`src/rtl/cap_timer_pkg.sv`:
```
package cap_timer_pkg;

    typedef enum logic [2:0] {
        RA_CTRL  = 3'd0,
        RA_MODE  = 3'd1,
        RA_COUNT = 3'd2,
        RA_CAPA  = 3'd3,
        RA_CAPB  = 3'd4,
        RA_STAT  = 3'd5,
        RA_IEN   = 3'd6,
        RA_IDIS  = 3'd7
    } reg_addr_e;

    typedef enum logic [1:0] {
        EDGE_NONE = 2'd0,
        EDGE_RISE = 2'd1,
        EDGE_FALL = 2'd2,
        EDGE_BOTH = 2'd3
    } edge_sel_e;

    // bit 0 rate select, [2:1] A-register edge, [4:3] B-register edge
    typedef struct packed {
        edge_sel_e b_sel;
        edge_sel_e a_sel;
        logic      div_on;
    } mode_t;

    typedef struct packed {
        logic rise;
        logic fall;
    } edge_t;

    localparam int MODE_W = $bits(mode_t);
    localparam int FLAG_W = 8;
    localparam int WD_W   = 8;

    localparam int ST_OVF = 0;
    localparam int ST_LDA = 5;
    localparam int ST_LDB = 6;
    localparam int ST_LVA = 8;
    localparam int ST_LVB = 9;

    localparam int CT_EN  = 0;
    localparam int CT_DIS = 1;
    localparam int CT_RST = 2;

    function automatic logic edge_match(edge_sel_e sel, edge_t ev);
        case (sel)
            EDGE_RISE: return ev.rise;
            EDGE_FALL: return ev.fall;
            EDGE_BOTH: return ev.rise | ev.fall;
            default:   return 1'b0;
        endcase
    endfunction

endpackage

```
`src/rtl/cap_timer_presc.sv`:
```
module cap_timer_presc #(
    parameter int DIV = 128
) (
    input  logic clk,
    input  logic rst,
    input  logic clr,
    input  logic run,
    input  logic div_on,
    output logic tick
);
    localparam int PW = (DIV > 1) ? $clog2(DIV) : 1;
    localparam logic [PW-1:0] LAST = PW'(DIV - 1);

    logic [PW-1:0] pcnt_q;

    always_ff @(posedge clk) begin
        if (rst || clr) begin
            pcnt_q <= '0;
        end else if (run && div_on) begin
            pcnt_q <= (pcnt_q == LAST) ? '0 : pcnt_q + 1'b1;
        end
    end

    assign tick = run & (~div_on | (pcnt_q == LAST));

endmodule

```
`src/rtl/cap_timer_edge.sv`:
```
module cap_timer_edge
    import cap_timer_pkg::*;
#(
    parameter int SYNC_N = 2
) (
    input  logic  clk,
    input  logic  rst,
    input  logic  line_in,
    output edge_t edge_q,
    output logic  level
);
    logic [SYNC_N:0] sh_q;

    always_ff @(posedge clk) begin
        if (rst) begin
            sh_q   <= '0;
            edge_q <= '0;
        end else begin
            sh_q        <= {sh_q[SYNC_N-1:0], line_in};
            edge_q.rise <= sh_q[SYNC_N-1] & ~sh_q[SYNC_N];
            edge_q.fall <= ~sh_q[SYNC_N-1] & sh_q[SYNC_N];
        end
    end

    assign level = sh_q[SYNC_N-1];

endmodule

```
`src/rtl/cap_timer_core.sv`:
```
module cap_timer_core
    import cap_timer_pkg::*;
#(
    parameter int CNT_W = 16
) (
    input  logic             clk,
    input  logic             rst,
    input  logic             tick,
    input  logic             clr,
    input  edge_t            a_edge,
    input  mode_t            mode,
    output logic [CNT_W-1:0] cnt_q,
    output logic [CNT_W-1:0] capa_q,
    output logic [CNT_W-1:0] capb_q,
    output logic             ovf_evt,
    output logic             lda_evt,
    output logic             ldb_evt
);
    localparam logic [CNT_W-1:0] CNT_MAX = '1;

    assign ovf_evt = tick & ~clr & (cnt_q == CNT_MAX);
    assign lda_evt = edge_match(mode.a_sel, a_edge);
    assign ldb_evt = edge_match(mode.b_sel, a_edge);

    always_ff @(posedge clk) begin
        if (rst) begin
            cnt_q <= '0;
        end else if (clr) begin
            cnt_q <= '0;
        end else if (tick) begin
            cnt_q <= cnt_q + 1'b1;
        end
    end

    always_ff @(posedge clk) begin
        if (rst) begin
            capa_q <= '0;
            capb_q <= '0;
        end else begin
            if (lda_evt) capa_q <= cnt_q;
            if (ldb_evt) capb_q <= cnt_q;
        end
    end

endmodule

```
`src/rtl/cap_timer_regs.sv`:
```
module cap_timer_regs
    import cap_timer_pkg::*;
#(
    parameter int CNT_W = 16
) (
    input  logic              clk,
    input  logic              rst,
    input  logic [2:0]        bus_addr,
    input  logic              bus_wr,
    input  logic [WD_W-1:0]   bus_wdata,
    input  logic              bus_rd,
    output logic [CNT_W-1:0]  bus_rdata,
    input  logic [CNT_W-1:0]  cnt,
    input  logic [CNT_W-1:0]  capa,
    input  logic [CNT_W-1:0]  capb,
    input  logic              ovf_evt,
    input  logic              lda_evt,
    input  logic              ldb_evt,
    input  logic              lvl_a,
    input  logic              lvl_b,
    output mode_t             mode_q,
    output logic              run_q,
    output logic              swrst,
    output logic [FLAG_W-1:0] flags_q,
    output logic [FLAG_W-1:0] mask_q
);
    reg_addr_e         ra;
    logic              wr_ctrl;
    logic              rd_stat;
    logic [FLAG_W-1:0] evt_vec;
    logic [CNT_W-1:0]  stat_word;

    assign ra      = reg_addr_e'(bus_addr);
    assign wr_ctrl = bus_wr && (ra == RA_CTRL);
    assign swrst   = wr_ctrl && bus_wdata[CT_RST];
    assign rd_stat = bus_rd && (ra == RA_STAT);

    always_comb begin
        evt_vec         = '0;
        evt_vec[ST_OVF] = ovf_evt;
        evt_vec[ST_LDA] = lda_evt;
        evt_vec[ST_LDB] = ldb_evt;
    end

    always_comb begin
        stat_word                = '0;
        stat_word[FLAG_W-1:0]    = flags_q;
        stat_word[ST_LVA]        = lvl_a;
        stat_word[ST_LVB]        = lvl_b;
    end

    always_ff @(posedge clk) begin
        if (rst) begin
            run_q  <= 1'b0;
            mode_q <= '0;
            mask_q <= '0;
        end else if (bus_wr) begin
            case (ra)
                RA_CTRL: begin
                    if (bus_wdata[CT_DIS])     run_q <= 1'b0;
                    else if (bus_wdata[CT_EN]) run_q <= 1'b1;
                end
                RA_MODE: mode_q <= mode_t'(bus_wdata[MODE_W-1:0]);
                RA_IEN:  mask_q <= mask_q | bus_wdata;
                RA_IDIS: mask_q <= mask_q & ~bus_wdata;
                default: ;
            endcase
        end
    end

    always_ff @(posedge clk) begin
        if (rst) begin
            flags_q <= '0;
        end else begin
            flags_q <= (rd_stat ? '0 : flags_q) | evt_vec;
        end
    end

    always_ff @(posedge clk) begin
        if (rst) begin
            bus_rdata <= '0;
        end else if (bus_rd) begin
            case (ra)
                RA_CTRL:  bus_rdata <= {{(CNT_W-1){1'b0}}, run_q};
                RA_MODE:  bus_rdata <= {{(CNT_W-MODE_W){1'b0}}, mode_q};
                RA_COUNT: bus_rdata <= cnt;
                RA_CAPA:  bus_rdata <= capa;
                RA_CAPB:  bus_rdata <= capb;
                RA_STAT:  bus_rdata <= stat_word;
                default:  bus_rdata <= {{(CNT_W-FLAG_W){1'b0}}, mask_q};
            endcase
        end
    end

endmodule

```
`src/rtl/cap_timer_chan.sv`:
```
module cap_timer_chan
    import cap_timer_pkg::*;
#(
    parameter int CNT_W     = 16,
    parameter int PRESC_DIV = 128,
    parameter int SYNC_N    = 2
) (
    input  logic             clk,
    input  logic             rst,
    input  logic             cap_a_in,
    input  logic             cap_b_in,
    input  logic [2:0]       bus_addr,
    input  logic             bus_wr,
    input  logic [WD_W-1:0]  bus_wdata,
    input  logic             bus_rd,
    output logic [CNT_W-1:0] bus_rdata,
    output logic             irq
);
    mode_t             mode_q;
    logic              run_q;
    logic              swrst;
    logic              tick;
    edge_t             a_edge;
    logic              lvl_a;
    logic              lvl_b;
    logic [SYNC_N-1:0] bsync_q;
    logic [CNT_W-1:0]  cnt_q;
    logic [CNT_W-1:0]  capa_q;
    logic [CNT_W-1:0]  capb_q;
    logic              ovf_evt;
    logic              lda_evt;
    logic              ldb_evt;
    logic [FLAG_W-1:0] flags_q;
    logic [FLAG_W-1:0] mask_q;
    logic              irq_q;

    cap_timer_presc #(.DIV(PRESC_DIV)) u_presc (
        .clk    (clk),
        .rst    (rst),
        .clr    (swrst),
        .run    (run_q),
        .div_on (mode_q.div_on),
        .tick   (tick)
    );

    cap_timer_edge #(.SYNC_N(SYNC_N)) u_edge_a (
        .clk     (clk),
        .rst     (rst),
        .line_in (cap_a_in),
        .edge_q  (a_edge),
        .level   (lvl_a)
    );

    // B-side line: level synchronizer only, no path into the capture logic
    always_ff @(posedge clk) begin
        if (rst) bsync_q <= '0;
        else     bsync_q <= {bsync_q[SYNC_N-2:0], cap_b_in};
    end
    assign lvl_b = bsync_q[SYNC_N-1];

    cap_timer_core #(.CNT_W(CNT_W)) u_core (
        .clk     (clk),
        .rst     (rst),
        .tick    (tick),
        .clr     (swrst),
        .a_edge  (a_edge),
        .mode    (mode_q),
        .cnt_q   (cnt_q),
        .capa_q  (capa_q),
        .capb_q  (capb_q),
        .ovf_evt (ovf_evt),
        .lda_evt (lda_evt),
        .ldb_evt (ldb_evt)
    );

    cap_timer_regs #(.CNT_W(CNT_W)) u_regs (
        .clk       (clk),
        .rst       (rst),
        .bus_addr  (bus_addr),
        .bus_wr    (bus_wr),
        .bus_wdata (bus_wdata),
        .bus_rd    (bus_rd),
        .bus_rdata (bus_rdata),
        .cnt       (cnt_q),
        .capa      (capa_q),
        .capb      (capb_q),
        .ovf_evt   (ovf_evt),
        .lda_evt   (lda_evt),
        .ldb_evt   (ldb_evt),
        .lvl_a     (lvl_a),
        .lvl_b     (lvl_b),
        .mode_q    (mode_q),
        .run_q     (run_q),
        .swrst     (swrst),
        .flags_q   (flags_q),
        .mask_q    (mask_q)
    );

    always_ff @(posedge clk) begin
        if (rst) irq_q <= 1'b0;
        else     irq_q <= |(flags_q & mask_q);
    end
    assign irq = irq_q;

endmodule

```
`config.mk`:
```
export PLATFORM = sky130hd
export DESIGN_NAME = cap_timer_chan
export DESIGN_NICKNAME = d
export VERILOG_FILES = /design/src/rtl/cap_timer_pkg.sv /design/src/rtl/cap_timer_presc.sv /design/src/rtl/cap_timer_edge.sv /design/src/rtl/cap_timer_core.sv /design/src/rtl/cap_timer_regs.sv /design/src/rtl/cap_timer_chan.sv
export SDC_FILE = /design/constraint.sdc
export NUM_CORES = 1
export LEC_CHECK = 0
export BUFFER_PORTS_ARGS = -buffer_cell sky130_fd_sc_hd__buf_4
export CAP_MARGIN = 0
export CORE_MARGIN = 2
export CORE_UTILIZATION = 59
export CTS_CLUSTER_SIZE = 10
export DETAILED_ROUTE_END_ITERATION = 8
export PLACE_DENSITY = 0.88
export SETUP_SLACK_MARGIN = 0.5
export SYNTH_ARGS = -nofsm -noshare
export SYNTH_HDL_FRONTEND = slang
export SYNTH_SLANG_ARGS = --single-unit
```
`constraint.sdc`:
```
create_clock -name clk -period 1.8 [get_ports clk]
set_input_delay 0.36 -clock clk [delete_from_list [all_inputs] [get_ports clk]]
set_output_delay 0.36 -clock clk [all_outputs]
set_load 0.05 [all_outputs]
```
-- After elaboration in Yosys (flattened, before gate mapping)
Cells that the tools add are included.
- bits in registers: 101
- bits in latches: 0
- bits in writable memories: 0
- ROM bits: 0
- memories: 0
- add/subtract/negate cells: 2
- multiply operators: 0
- div/mod/pow operators: 0
- magnitude comparators: 0
- equal/unequal tests: 15
- shift operators: 0
- muxes and demuxes: 8
- bitwise logic cells: 16
- reductions and logical operators: 13
- operators with widths (kind ; number):
    16-bit one-hot mux with 6 select lines ; 1
    16-bit by 1-bit adder with 16-bit output, second input constant ; 1
    8-bit bitwise AND ; 2
    16-bit equality test, second input constant ; 1
    8-bit one-hot mux with 2 select lines ; 1
    3-bit equality test, second input constant ; 4
    2-bit equality test, second input constant ; 4
    8-bit two-way mux ; 1
    8-bit NOT ; 1
    8-bit by 7-bit OR with 8-bit output ; 1
    8-bit OR ; 1
    8-bit OR reduction ; 1
    7-bit by 1-bit adder with 7-bit output, second input constant ; 1
    7-bit equality test, second input constant ; 1
    7-bit two-way mux ; 1
    3-bit by 2-bit equality test with 1-bit output, second input constant ; 2
    1-bit one-hot mux with 3 select lines ; 2
    1-bit bitwise AND ; 5
    2-bit by 1-bit equality test with 1-bit output, second input constant ; 2
    1-bit logical AND ; 4
    1-bit NOT ; 4
    2-bit AND reduction ; 2
    2-bit nonzero test ; 2
    3-bit by 1-bit equality test with 1-bit output, second input constant ; 1
    6 further kinds ; 8

-- Depth between registers and ports, before layout
Gate-level depths: netlist of the first run.
- depth in word-level cells: 7
- mapped depth: 7
- mapped depth without buffers: 5

-- Modules after synthesis
Synthesis of the first run repeated with hierarchy kept, for this count alone.
- cell total of the unflattened synthesis: 488
- area total of the unflattened synthesis: 4334.2 um^2
- by module, submodules not included (module ; instances ; cells each ; area an instance (um^2) ; sequential area each (um^2)):
    cap_timer_core ; 1 ; 229 ; 1906.8 ; 960.9
    cap_timer_regs ; 1 ; 196 ; 1823.0 ; 660.6
    cap_timer_presc ; 1 ; 43 ; 359.1 ; 140.1
    cap_timer_edge ; 1 ; 10 ; 133.9 ; 100.1
    cap_timer_chan ; 1 ; 10 ; 111.4 ; 60.1

-- Worst setup path before layout of the first run
OpenSTA, ideal clock, no wires.
- path type: register to register
- start point: reg u_presc.pcnt_q[0]
- end point: reg u_core.cnt_q[15]
- library setup time: 66 ps
- arrival: 1597 ps
- slack: 137 ps
- stages on the path, launching flop included: 6
- path buffers: 0
- path through: dfxtp_1 > ha_1 > and4_4 > a31oi_2 > or4_4 > a21oi_2
- longest elaborated chain between the ends: 3
- RTL lines (element ; line ; source):
    from (decl) ; cap_timer_presc.sv:14 ; logic [PW-1:0] pcnt_q;
    from (signal assigned) ; cap_timer_presc.sv:20 ; pcnt_q <= (pcnt_q == LAST) ? '0 : pcnt_q + 1'b1;
    7-bit equality test ; cap_timer_presc.sv:24 ; assign tick = run & (~div_on | (pcnt_q == LAST));
    1-bit OR ; cap_timer_presc.sv:24 ;
    1-bit bitwise AND ; cap_timer_presc.sv:24 ;
    to (signal assigned) ; cap_timer_core.sv:31 ; cnt_q <= cnt_q + 1'b1;
    to (decl) ; cap_timer_core.sv:12 ; output logic [CNT_W-1:0] cnt_q,
Every way passes these cells.
A chain may end at the register's enable or synchronous reset.

-- Worst setup path after layout of the first run
- start point: reg u_presc.pcnt_q[1]
- end point: reg u_core.cnt_q[15]
The elaborated chain is that of the path after synthesis.

==> metrics.md, run 1 <==
| Metric | Value |
|---|---|
| # DRC | `0` |
| Sink Count | `96` |
| Grt met3 use | `0.05784` |
| Met2 usage | `0.4742` |
| Max Slew Vio Count | `0` |
| Setup TNS Final | `0 ps` |
| DR vias/cell | `6.260` |
| FFs w/ async S/R, synth | `0` |
| First-pass GRT wire length | `17.73 mm` |
| Cts bufs inserted | `9` |
| Layout cells sized above 1 | `0.2505` |
| Initial core utilization | `0.6169` |
| PD cells | `754.6 mW/mm²` |
| Hold-fix buffers, CTS | `0` |
| DR vias | `4050` |
| Leak | `1.792 nW` |
| Yosys warning count | `0` |
| Initial antenna violation count | `0` |
| Critical path capture point type | `flop` |
| Part of the power in registers | `0.553` |
| Root buf cell | `clkbuf_8` |
| Vias in the first global route | `3696` |
| Tot Pwr | `3.911 mW` |
| Worst hold path class | `in2reg` |
| Headroom to the max-slew limit | `0.6620` |
| Startpoint Class | `flop` |
| Total grt overflow | `0` |
| Met1 GRT Util | `0.3705` |
| DP HPWL | `7.147 mm` |
| Switching power | `997.1 µW` |
| Tot GR Track Use | `0.2859` |
| Seq cells post-synth | `96` |
| H-Tree Level Count | `3` |
| Measured slew at the worst slew-check pin | `506.9 ps` |
| Total Nets Final | `565` |
| TritonCTS clock tree | `built` |
| Status | `complete, no violations` |
| WS Path Type | `reg2reg` |
| Area growth syn-to-layout | `22.29%` |
| Cell Area, Synth | `0.004238 mm²` |
| FMAX | `621.9 MHz` |
| Initial detailed-routing violation count | `386` |
| Die Ht | `88.75 µm` |
| DR pass1 iterations | `5` |
| Max-cap check violation count | `0` |
| Crit-path max FO | `8` |
| Sequential standard cell area | `0.001936 mm²` |
| Sequential fraction of the synthesis area | `0.4535` |
| Maximum VDD drop | `386.1 µV` |
| # IOs | `34` |
| Final ANT Viol Nets | `0` |
| # fillers | `449` |
| Synth Net Count | `516` |
| Core outline area | `0.006869 mm²` |
| Die width | `88.75 µm` |
| Clock Power Share | `0.369` |
| Clk slew on worst S/H paths | `100 ps` |
| Final setup viols | `0` |
| Largest net degree at the start of global routing | `38` |
| Required @ worst endpoint | `2090 ps` |
| Syn_area_per_cell | `8.527 µm²` |
| Post-synth EDFFs | `0` |
| Detailed Route WL | `11.19 mm` |
| Cell Rows | `30` |
| Minimum clock period | `1608 ps` |
| Worst skew pair latency | `360 ps` |
| Die Area | `0.007877 mm²` |
| CP arrival | `1900 ps` |
| Buffers on Ports | `33` |
| Placer Congestion | `0.8525` |
| Footprint of the multi-input gates | `0.002263 mm²` |
| Fin Clk Skew | `9.582 ps` |
| Final Cycle Share | `0.8934` |
| Longest Clk Path Bufs | `2` |
| Layer with the highest usage | `met2` |
| DR WL/cell | `17.29 µm` |
| Distinct cell type count after synthesis | `54` |
| Final Hold Fails | `0` |
| Ys flop type | `dfxtp_1` |
| Logic gate share of total power | `0.078` |
| Unrepaired setup endpoints after global routing | `true` |
| Int Pwr | `2.914 mW` |
| Sw frac | `0.2549` |
| Syn Inst Count | `497` |
| Total inserted antenna cells | `0` |
==> path summary, 6_finish.rpt <==
check	from	cells after the start	slack [ps]	end
setup / recovery	u_presc.pcnt_q[1]	5	190	u_core.cnt_q[15]
hold / removal	bus_wdata[7]	2	190	flop
setup reg to reg	u_presc.pcnt_q[1]	5	190	u_core.cnt_q[15]
hold reg to reg	u_edge_a.sh_q[2]	1	420	u_edge_a.edge_q[1]
==> power by group through the flow <==
stage | clock [mW] | combinational (mW) | sequential [mW]
after global placement | 0 | 0.272 | 2.21
final | 1.44 | 0.304 | 2.16
after global routing | 1.55 | 0.321 | 2.17
after floorplan | 0 | 0.153 | 2.24
after detailed placement | 0 | 0.281 | 2.21
after CTS | 1.46 | 0.288 | 2.16
==> routing by layer <==
layer,wire length [µm],vias up
met5,0,-
met4,236,0
met3,817,29
met2,5459,206
met1,4676,1934
li1,-,1881
==> kinds of logic after synthesis <==
logic type	count (synthesis)	synth area share
flops	96	0.4535
simple gates	186	0.2217
fa+ha+maj	2	0.005904
xor+xnor	6	0.01240
mux	9	0.02185
buf+inv	44	0.04960
compound gates	154	0.2350
==> cell usage in the layout, fill, tap and decap left out, drive strengths merged, types with 7 or more instances in the layout <==
cell and count:
a21oi 66, a22o 10, a22oi 18, a311oi 10, buf 76, clkbuf 9, dfxtp 96, inv 7
mux2i 7, nand2 83, nand2b 21, nand3 10, nor2 27, nor2b 8, o21ai 15, o22ai 8
o31ai 9, or4 8
==> repair_timing <==
item / 4_1_cts / 5_1_grt
pin swaps: 12 / 8
gates cloned: 1 / 0
gates resized for setup: 13 / 38
endpoints found under the setup margin: 23 / 38
buffers inserted: 10 / 2
==> registers in the layout (all words and copies together) (netlist names), named ones only <==
register	count
u_regs.mode_q	5
u_presc.pcnt_q	7
u_core.capa_q	16
u_core.cnt_q	16
u_core.capb_q	16
u_regs.bus_rdata	16
u_edge_a.sh_q	3
u_edge_a.edge_q	2
irq	1
bsync_q	2
u_regs.flags_q	3
u_regs.run_q	1
==> Yosys cell counts, types with 9 or more instances <==
cell / instances / share of area
dfxtp_1: 96 / 0.45
nand2_1: 82 / 0.073
a21oi_1: 65 / 0.077
nor2_1: 27 / 0.024
clkbuf_1: 22 / 0.019
nand2b_1: 21 / 0.031
a22oi_1: 17 / 0.030
o21ai_0: 15 / 0.018
buf_2: 12 / 0.014
a22o_1: 10 / 0.021
a311oi_1: 10 / 0.021
nand3_1: 10 / 0.012
o31ai_1: 9 / 0.016
==> critical path, stage by stage (launching register included) <==
cell and delay, ps:
dfxtp_2 360, ha_4 140, and4_4 230, a31oi_4 140, or4_4 520, a21oi_2 150
==> layout make-up <==
class / instances / area share
clock buffer: 9 / 0.02390
sequential: 96 / 0.3735
clock inverter: 7 / 0.01497
tap: 96 / 0.02318
timing repair buffer: 76 / 0.1241
multi-input combinational: 358 / 0.4367
inverter: 5 / 0.003621
==> through the flow <==
| step | std cells | hold slack, ps | utilization | worst slack [ps] | instance area [µm²] |
|---|---|---|---|---|---|
| 2_1_floorplan | 497 | 383.5 | - | 304.4 | 4309 |
| 3_3_place_gp | 618 | 387.3 | 0.6847 | 106.1 | 4703 |
| 3_5_place_dp | 618 | 402.6 | 0.6847 | 35.32 | 4703 |
| 4_1_cts | 645 | 175.8 | 0.7299 | 200.1 | 5014 |
| 5_1_grt | 647 | 186.4 | 0.7545 | 132.2 | 5182 |
| 6_report | 647 | 189.4 | 0.7545 | 191.9 | 5182 |
Note: power is estimated with default switching activity, not from simulation.
==> run 2: changes to the inputs <==
--- a/config.mk
+++ b/config.mk
@@ -7,11 +7,13 @@
 export LEC_CHECK = 0
 export BUFFER_PORTS_ARGS = -buffer_cell sky130_fd_sc_hd__buf_4
 export CAP_MARGIN = 0
+export CELL_PAD_IN_SITES_DETAIL_PLACEMENT = 1
+export CELL_PAD_IN_SITES_GLOBAL_PLACEMENT = 2
 export CORE_MARGIN = 2
-export CORE_UTILIZATION = 59
+export CORE_UTILIZATION = 36
 export CTS_CLUSTER_SIZE = 10
 export DETAILED_ROUTE_END_ITERATION = 8
-export PLACE_DENSITY = 0.88
+export PLACE_DENSITY = 0.87
 export SETUP_SLACK_MARGIN = 0.5
 export SYNTH_ARGS = -nofsm -noshare
 export SYNTH_HDL_FRONTEND = slang
==> metrics.md, run 2 (same netlist as run 1, synthesis figures left out) <==
| Metric | Value |
|---|---|
| FMAX | `621.3 MHz (about the same)` |
| Worst skew pair latency | `360 ps (about the same)` |
| DP HPWL | `8.679 mm (+21%)` |
| Total grt overflow | `0 (unchanged)` |
| Sink Count | `96 (unchanged)` |
| Critical path origin | `u_presc.pcnt_q[1]` |
| # fillers | `1308 (+190%)` |
| Cts bufs inserted | `9 (unchanged)` |
| Total inserted antenna cells | `0 (unchanged)` |
| Die width | `112.5 µm (+27%)` |
| Tot GR Track Use | `0.2120 (-0.07394)` |
| Leak | `1.899 nW (+6.0%)` |
| PD cells | `803.5 mW/mm² (+6.5%)` |
| Final std cells w/o fill | `706 (+9.1%)` |
| CP arrival | `1900 ps (about the same)` |
| Setup TNS Final | `0 ps (unchanged)` |
| R2r setup slk | `190 ps (about the same)` |
| Crit-path max FO | `7 (-1)` |
| FF-to-FF path depth | `6 (+1)` |
| DR pass1 iterations | `5 (unchanged)` |
| Hold Startpoint | `bus_wdata[6]` |
| # DRC | `0 (unchanged)` |
| Hold-fix buffers, CTS | `0 (unchanged)` |
| Worst hold path class | `in2reg` |
| Longest Clk Path Bufs | `2 (unchanged)` |
| TritonCTS clock tree | `built` |
| Core outline area | `0.01147 mm² (+67%)` |
| Startpoint Class | `flop` |
| Largest net degree at the start of global routing | `60 (+58%)` |
| Initial core utilization | `0.3696 (-0.2474)` |
| Die Area | `0.01266 mm² (+61%)` |
| DR vias | `4001 (-1.2%)` |
| Initial detailed-routing violation count | `234 (-39%)` |
| Critical path capture point type | `flop` |
| Final ANT Viol Nets | `0 (unchanged)` |
| Cell total after placement | `672 (+8.7%)` |
| Detailed Route WL | `13.21 mm (+18%)` |
| Max-cap check violation count | `0 (unchanged)` |
| Max Slew Vio Count | `0 (unchanged)` |
| First-pass GRT wire length | `21.27 mm (+20%)` |
| Vias in the first global route | `4114 (+11%)` |
| Initial antenna violation count | `0 (unchanged)` |
| Headroom to the max-slew limit | `0.5668 (-0.09522)` |
| # IOs | `34 (unchanged)` |
| Final setup viols | `0 (unchanged)` |
| DR vias/cell | `5.667 (-9.5%)` |
| Fin Clk Skew | `8.351 ps (-1.231 ps)` |
| Total Nets Final | `577 (+2.1%)` |
| Placer Congestion | `0.8030 (-5.8%)` |
| RR Startpoint | `u_presc.pcnt_q[1]` |
| Maximum VDD drop | `742.3 µV (+92%)` |
| WS Path Type | `reg2reg` |
| DR WL/cell | `18.72 µm (+8.2%)` |
| Unrepaired setup endpoints after global routing | `true` |
| H-Tree Level Count | `3 (unchanged)` |
| Buffers on Ports | `33 (unchanged)` |
| Die Ht | `112.5 µm (+27%)` |
| Final Cycle Share | `0.8941 (about the same)` |
| Minimum clock period | `1609 ps (+1.387 ps)` |
| Status | `complete, no violations` |
| Measured slew at the worst slew-check pin | `649.8 ps (+142.8 ps)` |
| Setup crit end | `u_core.cnt_q[5]` |
| Cell Rows | `39 (+30%)` |
| Required @ worst endpoint | `2090 ps (about the same)` |
| Final Hold Fails | `0 (unchanged)` |
| Worst flop-to-flop path endpoint | `u_core.cnt_q[5]` |
| Root buf cell | `clkbuf_16` |
| Layout cells sized above 1 | `0.2931 (+0.04262)` |
| Most frequent cells in the layout | `dfxtp_1 (90), nand2_1 (81), buf_4 (80)` |
| Clk slew on worst S/H paths | `70 ps (-30 ps)` |
| Area growth syn-to-layout | `30.38%` |
| Commonest non-fill, non-tap cell in the layout | `dfxtp_1` |
## run 2: how the worst min path moves through the flow
stage	endpoint	slack (ps)	cells after the start
floorplan	u_edge_a.edge_q[1]	380	1
global placement	u_edge_a.edge_q[1]	390	1
detailed placement	u_edge_a.edge_q[1]	440	1
CTS	flop	190	2
global route	flop	210	2
finish	flop	200	2
## run 2: metrics by stage
step           cell area (µm²)  hold slack (ps)  power (mW)    util  setup slack, ps
6_report                  5525            204.1       4.440  0.4818            190.5
5_1_grt                   5525            209.4       4.588  0.4818            138.3
4_1_cts                   5275            192.2       4.476  0.4600            206.8
3_5_place_dp              4827            439.4       2.517  0.4209            5.139
3_3_place_gp              4827            393.6       2.509  0.4209            83.08
2_1_floorplan             4309            383.5       2.392       -            304.4
## run 2: metal layers
layer | share of wire | wire length (µm) | global-route usage
met4 | 0.016 | 216 | 0.06829
met2 | 0.49 | 6488 | 0.3598
met3 | 0.046 | 613 | 0.04536
met5 | 0 | 0 | 0
met1 | 0.45 | 5895 | 0.2696
## run 2: what timing repair did
action / in CTS / in global routing
setup endpoints to repair: 22 / 35
gates resized for setup: 14 / 48
pin swaps: 10 / 13
cloned: 1 / 0
setup buffers: 12 / 5
## run 2: worst max-delay path, cell delays in order (launching register included)
cell and delay [ps]:
dfxtp_2 360, ha_4 140, and4_4 240, a22oi_2 130
buf_4 190, or3_4 360, a21oi_2 130
## run 2: report_power, final
group | switching, mW | internal (mW)
registers | 0.0180 | 2.14
clock network | 0.908 | 1.04
logic | 0.206 | 0.123
total | 1.13 | 3.31
## run 2: layout make-up
| type | count | area [µm²] | area share |
|---|---|---|---|
| inverter | 5 | 18.77 | 0.003397 |
| clock buffer | 11 | 252.7 | 0.04574 |
| sequential | 96 | 1934 | 0.3501 |
| tap | 143 | 178.9 | 0.03238 |
| clock inverter | 5 | 47.55 | 0.008605 |
| timing repair buffer | 88 | 708.2 | 0.1282 |
| multi-input combinational | 358 | 2385 | 0.4316 |
==> run 3: changes to the inputs <==
--- a/config.mk
+++ b/config.mk
@@ -8,12 +8,12 @@
 export BUFFER_PORTS_ARGS = -buffer_cell sky130_fd_sc_hd__buf_4
 export CAP_MARGIN = 0
 export CELL_PAD_IN_SITES_DETAIL_PLACEMENT = 1
-export CELL_PAD_IN_SITES_GLOBAL_PLACEMENT = 2
+export CELL_PAD_IN_SITES_GLOBAL_PLACEMENT = 1
 export CORE_MARGIN = 2
-export CORE_UTILIZATION = 36
+export CORE_UTILIZATION = 45
 export CTS_CLUSTER_SIZE = 10
 export DETAILED_ROUTE_END_ITERATION = 8
-export PLACE_DENSITY = 0.87
+export PLACE_DENSITY = 0.88
 export SETUP_SLACK_MARGIN = 0.5
 export SYNTH_ARGS = -nofsm -noshare
 export SYNTH_HDL_FRONTEND = slang
==> metrics.md, run 3 (same netlist as run 1, synthesis figures left out) <==
| Metric | Value |
|---|---|
| Final std cells w/o fill | `680 (-3.7%)` |
| Crit-path max FO | `4 (-3)` |
| Total Nets Final | `583 (+1.0%)` |
| Maximum VDD drop | `325.8 µV (-56%)` |
| Sequential standard cell area | `0.001956 mm² (+1.1%)` |
| R2r setup slk | `40 ps (-150 ps)` |
| Root buf cell | `clkbuf_8` |
| Fin Clk Skew | `11.55 ps (+3.199 ps)` |
| Tot Pwr | `4.024 mW (-9.4%)` |
| Hold slack | `167.1 ps (-37.01 ps)` |
| Cell total after placement | `636 (-5.4%)` |
| CP arrival | `2080 ps (+180 ps)` |
| Worst hold path class | `in2reg` |
| Switching power | `1.063 mW (-6.1%)` |
| Footprint of the multi-input gates | `0.002375 mm² (-0.42%)` |
| DR WL/cell | `22.51 µm (+20%)` |
| Worst path cell trace | `ha_4, and4_4, buf_4, a22oi_2, buf_4, or4_4, a21oi_2` |
| DR vias | `4228 (+5.7%)` |
| Most frequent cells in the layout | `nand2_1 (82), dfxtp_1 (73), buf_4 (68)` |
| FMAX | `568.1 MHz (-8.6%)` |
| Hold Startpoint | `bus_wdata[7]` |
| Headroom to the max-slew limit | `0.6063 (+0.03945)` |
| Final Cycle Share | `0.9779 (+0.08378)` |
| Worst flop-to-flop path endpoint | `u_core.cnt_q[14]` |
| Minimum clock period | `1760 ps (+150.8 ps)` |
| Initial core utilization | `0.4608 (+0.09126)` |
| Part of the power in registers | `0.538 (+0.051)` |
| Area growth syn-to-layout | `29.73%` |
| Clock Power Share | `0.376 (-0.063)` |
| RR Startpoint | `u_presc.pcnt_q[0]` |
| Commonest non-fill, non-tap cell in the layout | `nand2_1` |
| Leak | `1.908 nW (+0.48%)` |
| Longest Clk Path Bufs | `2 (unchanged)` |
| Measured slew at the worst slew-check pin | `590.6 ps (-59.18 ps)` |
| WS Path Type | `reg2reg` |
| Detailed Route WL | `15.31 mm (+16%)` |
| Required @ worst endpoint | `2120 ps (+30 ps)` |
| First-pass GRT wire length | `22.26 mm (+4.6%)` |
| TritonCTS clock tree | `built` |
| CP max stage delay | `430 ps (+70 ps)` |
| Core outline area | `0.009196 mm² (-20%)` |
| Cell Rows | `35 (-10%)` |
| Layout cells sized above 1 | `0.3234 (+0.03030)` |
| Largest net degree at the start of global routing | `58 (-3.3%)` |
| Hold Path Cell Cnt | `2 (unchanged)` |
| Final setup viols | `0 (unchanged)` |
| Cts bufs inserted | `9 (unchanged)` |
| Initial detailed-routing violation count | `195 (-17%)` |
| Clk slew on worst S/H paths | `100 ps (+30 ps)` |
| Unrepaired setup endpoints after global routing | `true` |
| Critical path capture point type | `flop` |
| Int Pwr | `2.961 mW (-10%)` |
| Vias in the first global route | `4311 (+4.8%)` |
| # DRC | `0 (unchanged)` |
| Die Ht | `101.0 µm (-10%)` |
| CP max-delay cell | `or4_4` |
| DP HPWL | `8.817 mm (+1.6%)` |
| CP Depth | `7 (+1)` |
| Total inserted antenna cells | `0 (unchanged)` |
| Hold-fix buffers, CTS | `0 (unchanged)` |
| DR pass1 iterations | `5 (unchanged)` |
| Startpoint Class | `flop` |
| FF-to-FF path depth | `7 (+1)` |
| Final Hold Fails | `0 (unchanged)` |
| Buf+Inv Stages, Crit Path | `2 (+1)` |
| Placer Congestion | `0.8018 (-0.15%)` |
| Top cell family by delay on the critical path | `simple AND/OR/NAND/NOR gates` |
| Buffers on Ports | `33 (unchanged)` |
| Max-cap check violation count | `0 (unchanged)` |
| Die width | `101.0 µm (-10%)` |
| Final ANT Viol Nets | `0 (unchanged)` |
| Initial antenna violation count | `0 (unchanged)` |
| CP dominant cell by count | `buf_4` |
| PD cells | `731.9 mW/mm² (-8.9%)` |
| Worst skew pair latency | `390 ps (+30 ps)` |
| # fillers | `1049 (-20%)` |
| Total grt overflow | `0 (unchanged)` |
| DR vias/cell | `6.218 (+9.7%)` |
| Max Slew Vio Count | `0 (unchanged)` |
| H-Tree Level Count | `3 (unchanged)` |
| Sink Count | `96 (unchanged)` |
| Status | `complete, no violations` |
| # IOs | `34 (unchanged)` |
| Tot GR Track Use | `0.2801 (+0.06814)` |
| Die Area | `0.01021 mm² (-19%)` |
| Sw frac | `0.2643 (+0.009279)` |
| Logic gate share of total power | `0.086 (+0.012)` |
[run 3: changes by cell type in the layout (fill, tap and decap cells not counted), sizes merged]
cell	before	now
a22oi	18	19
clkinvlp	1	3
bufinv	0	1
clkinv	2	3
buf	88	93
inv	7	4
clkbuf	11	10
[run 3: per-layer routing]
layer,GRT usage,vias to the layer above,routed length (µm)
met3,0.06519,51,666
met1,0.3378,2122,6243
met4,0.1133,0,632
met2,0.4794,136,7762
met5,0,-,0
li1,-,1919,-
[run 3: worst reg2reg max path: cells and delay by family (launching register included)]
kind	cells	cell delay, ps
AO/OA/AOI/OAI	2	230
adder cells (fa/ha/maj)	1	130
buffers and inverters	2	290
flip-flops	1	360
AND/OR/NAND/NOR	2	670
[run 3: final cells by class]
class	count	area share
Multi-Input combinational cell	359	0.4320
Timing Repair Buffer	93	0.1457
Sequential cell	96	0.3557
Clock buffer	10	0.02503
Clock inverter	6	0.01229
Inverter	5	0.004096
Tap cell	111	0.02526
[run 3: worst max-delay path by stage]
stage	start	end	slack, ps
after floorplan	u_presc.pcnt_q[1]	u_core.cnt_q[10]	300
after global placement	u_presc.pcnt_q[0]	u_core.cnt_q[14]	90
after detailed placement	u_presc.pcnt_q[0]	u_core.cnt_q[2]	-4
after CTS	u_presc.pcnt_q[1]	u_core.cnt_q[9]	190
after global routing	u_presc.pcnt_q[0]	u_core.cnt_q[14]	-5
final	u_presc.pcnt_q[0]	u_core.cnt_q[14]	40
[run 3: through the flow]
step / cell area, µm² / setup slack, ps / utilization / TNS (ps)
6_report: 5498 / 39.73 / 0.5978 / 0
5_1_grt: 5498 / -5.250 / 0.5978 / -5.250
4_1_cts: 5145 / 190.5 / 0.5595 / 0
3_5_place_dp: 4745 / -4.184 / 0.5159 / -4.184
3_3_place_gp: 4745 / 88.96 / 0.5159 / 0
2_1_floorplan: 4309 / 304.4 / - / 0
[run 3: what timing repair did]
item / CTS / global route
setup endpoints to repair: 28 / 52
pin swaps: 8 / 16
resized for setup: 23 / 73
cloned: 2 / 0
setup buffers: 13 / 13
[run 3: power groups by stage]
stage	sequential, mW	clock [mW]	combinational (mW)
CTS	2.16	1.50	0.309
finish	2.17	1.51	0.344
floorplan	2.24	0	0.153
detailed placement	2.21	0	0.295
global route	2.17	1.61	0.364
global placement	2.21	0	0.284
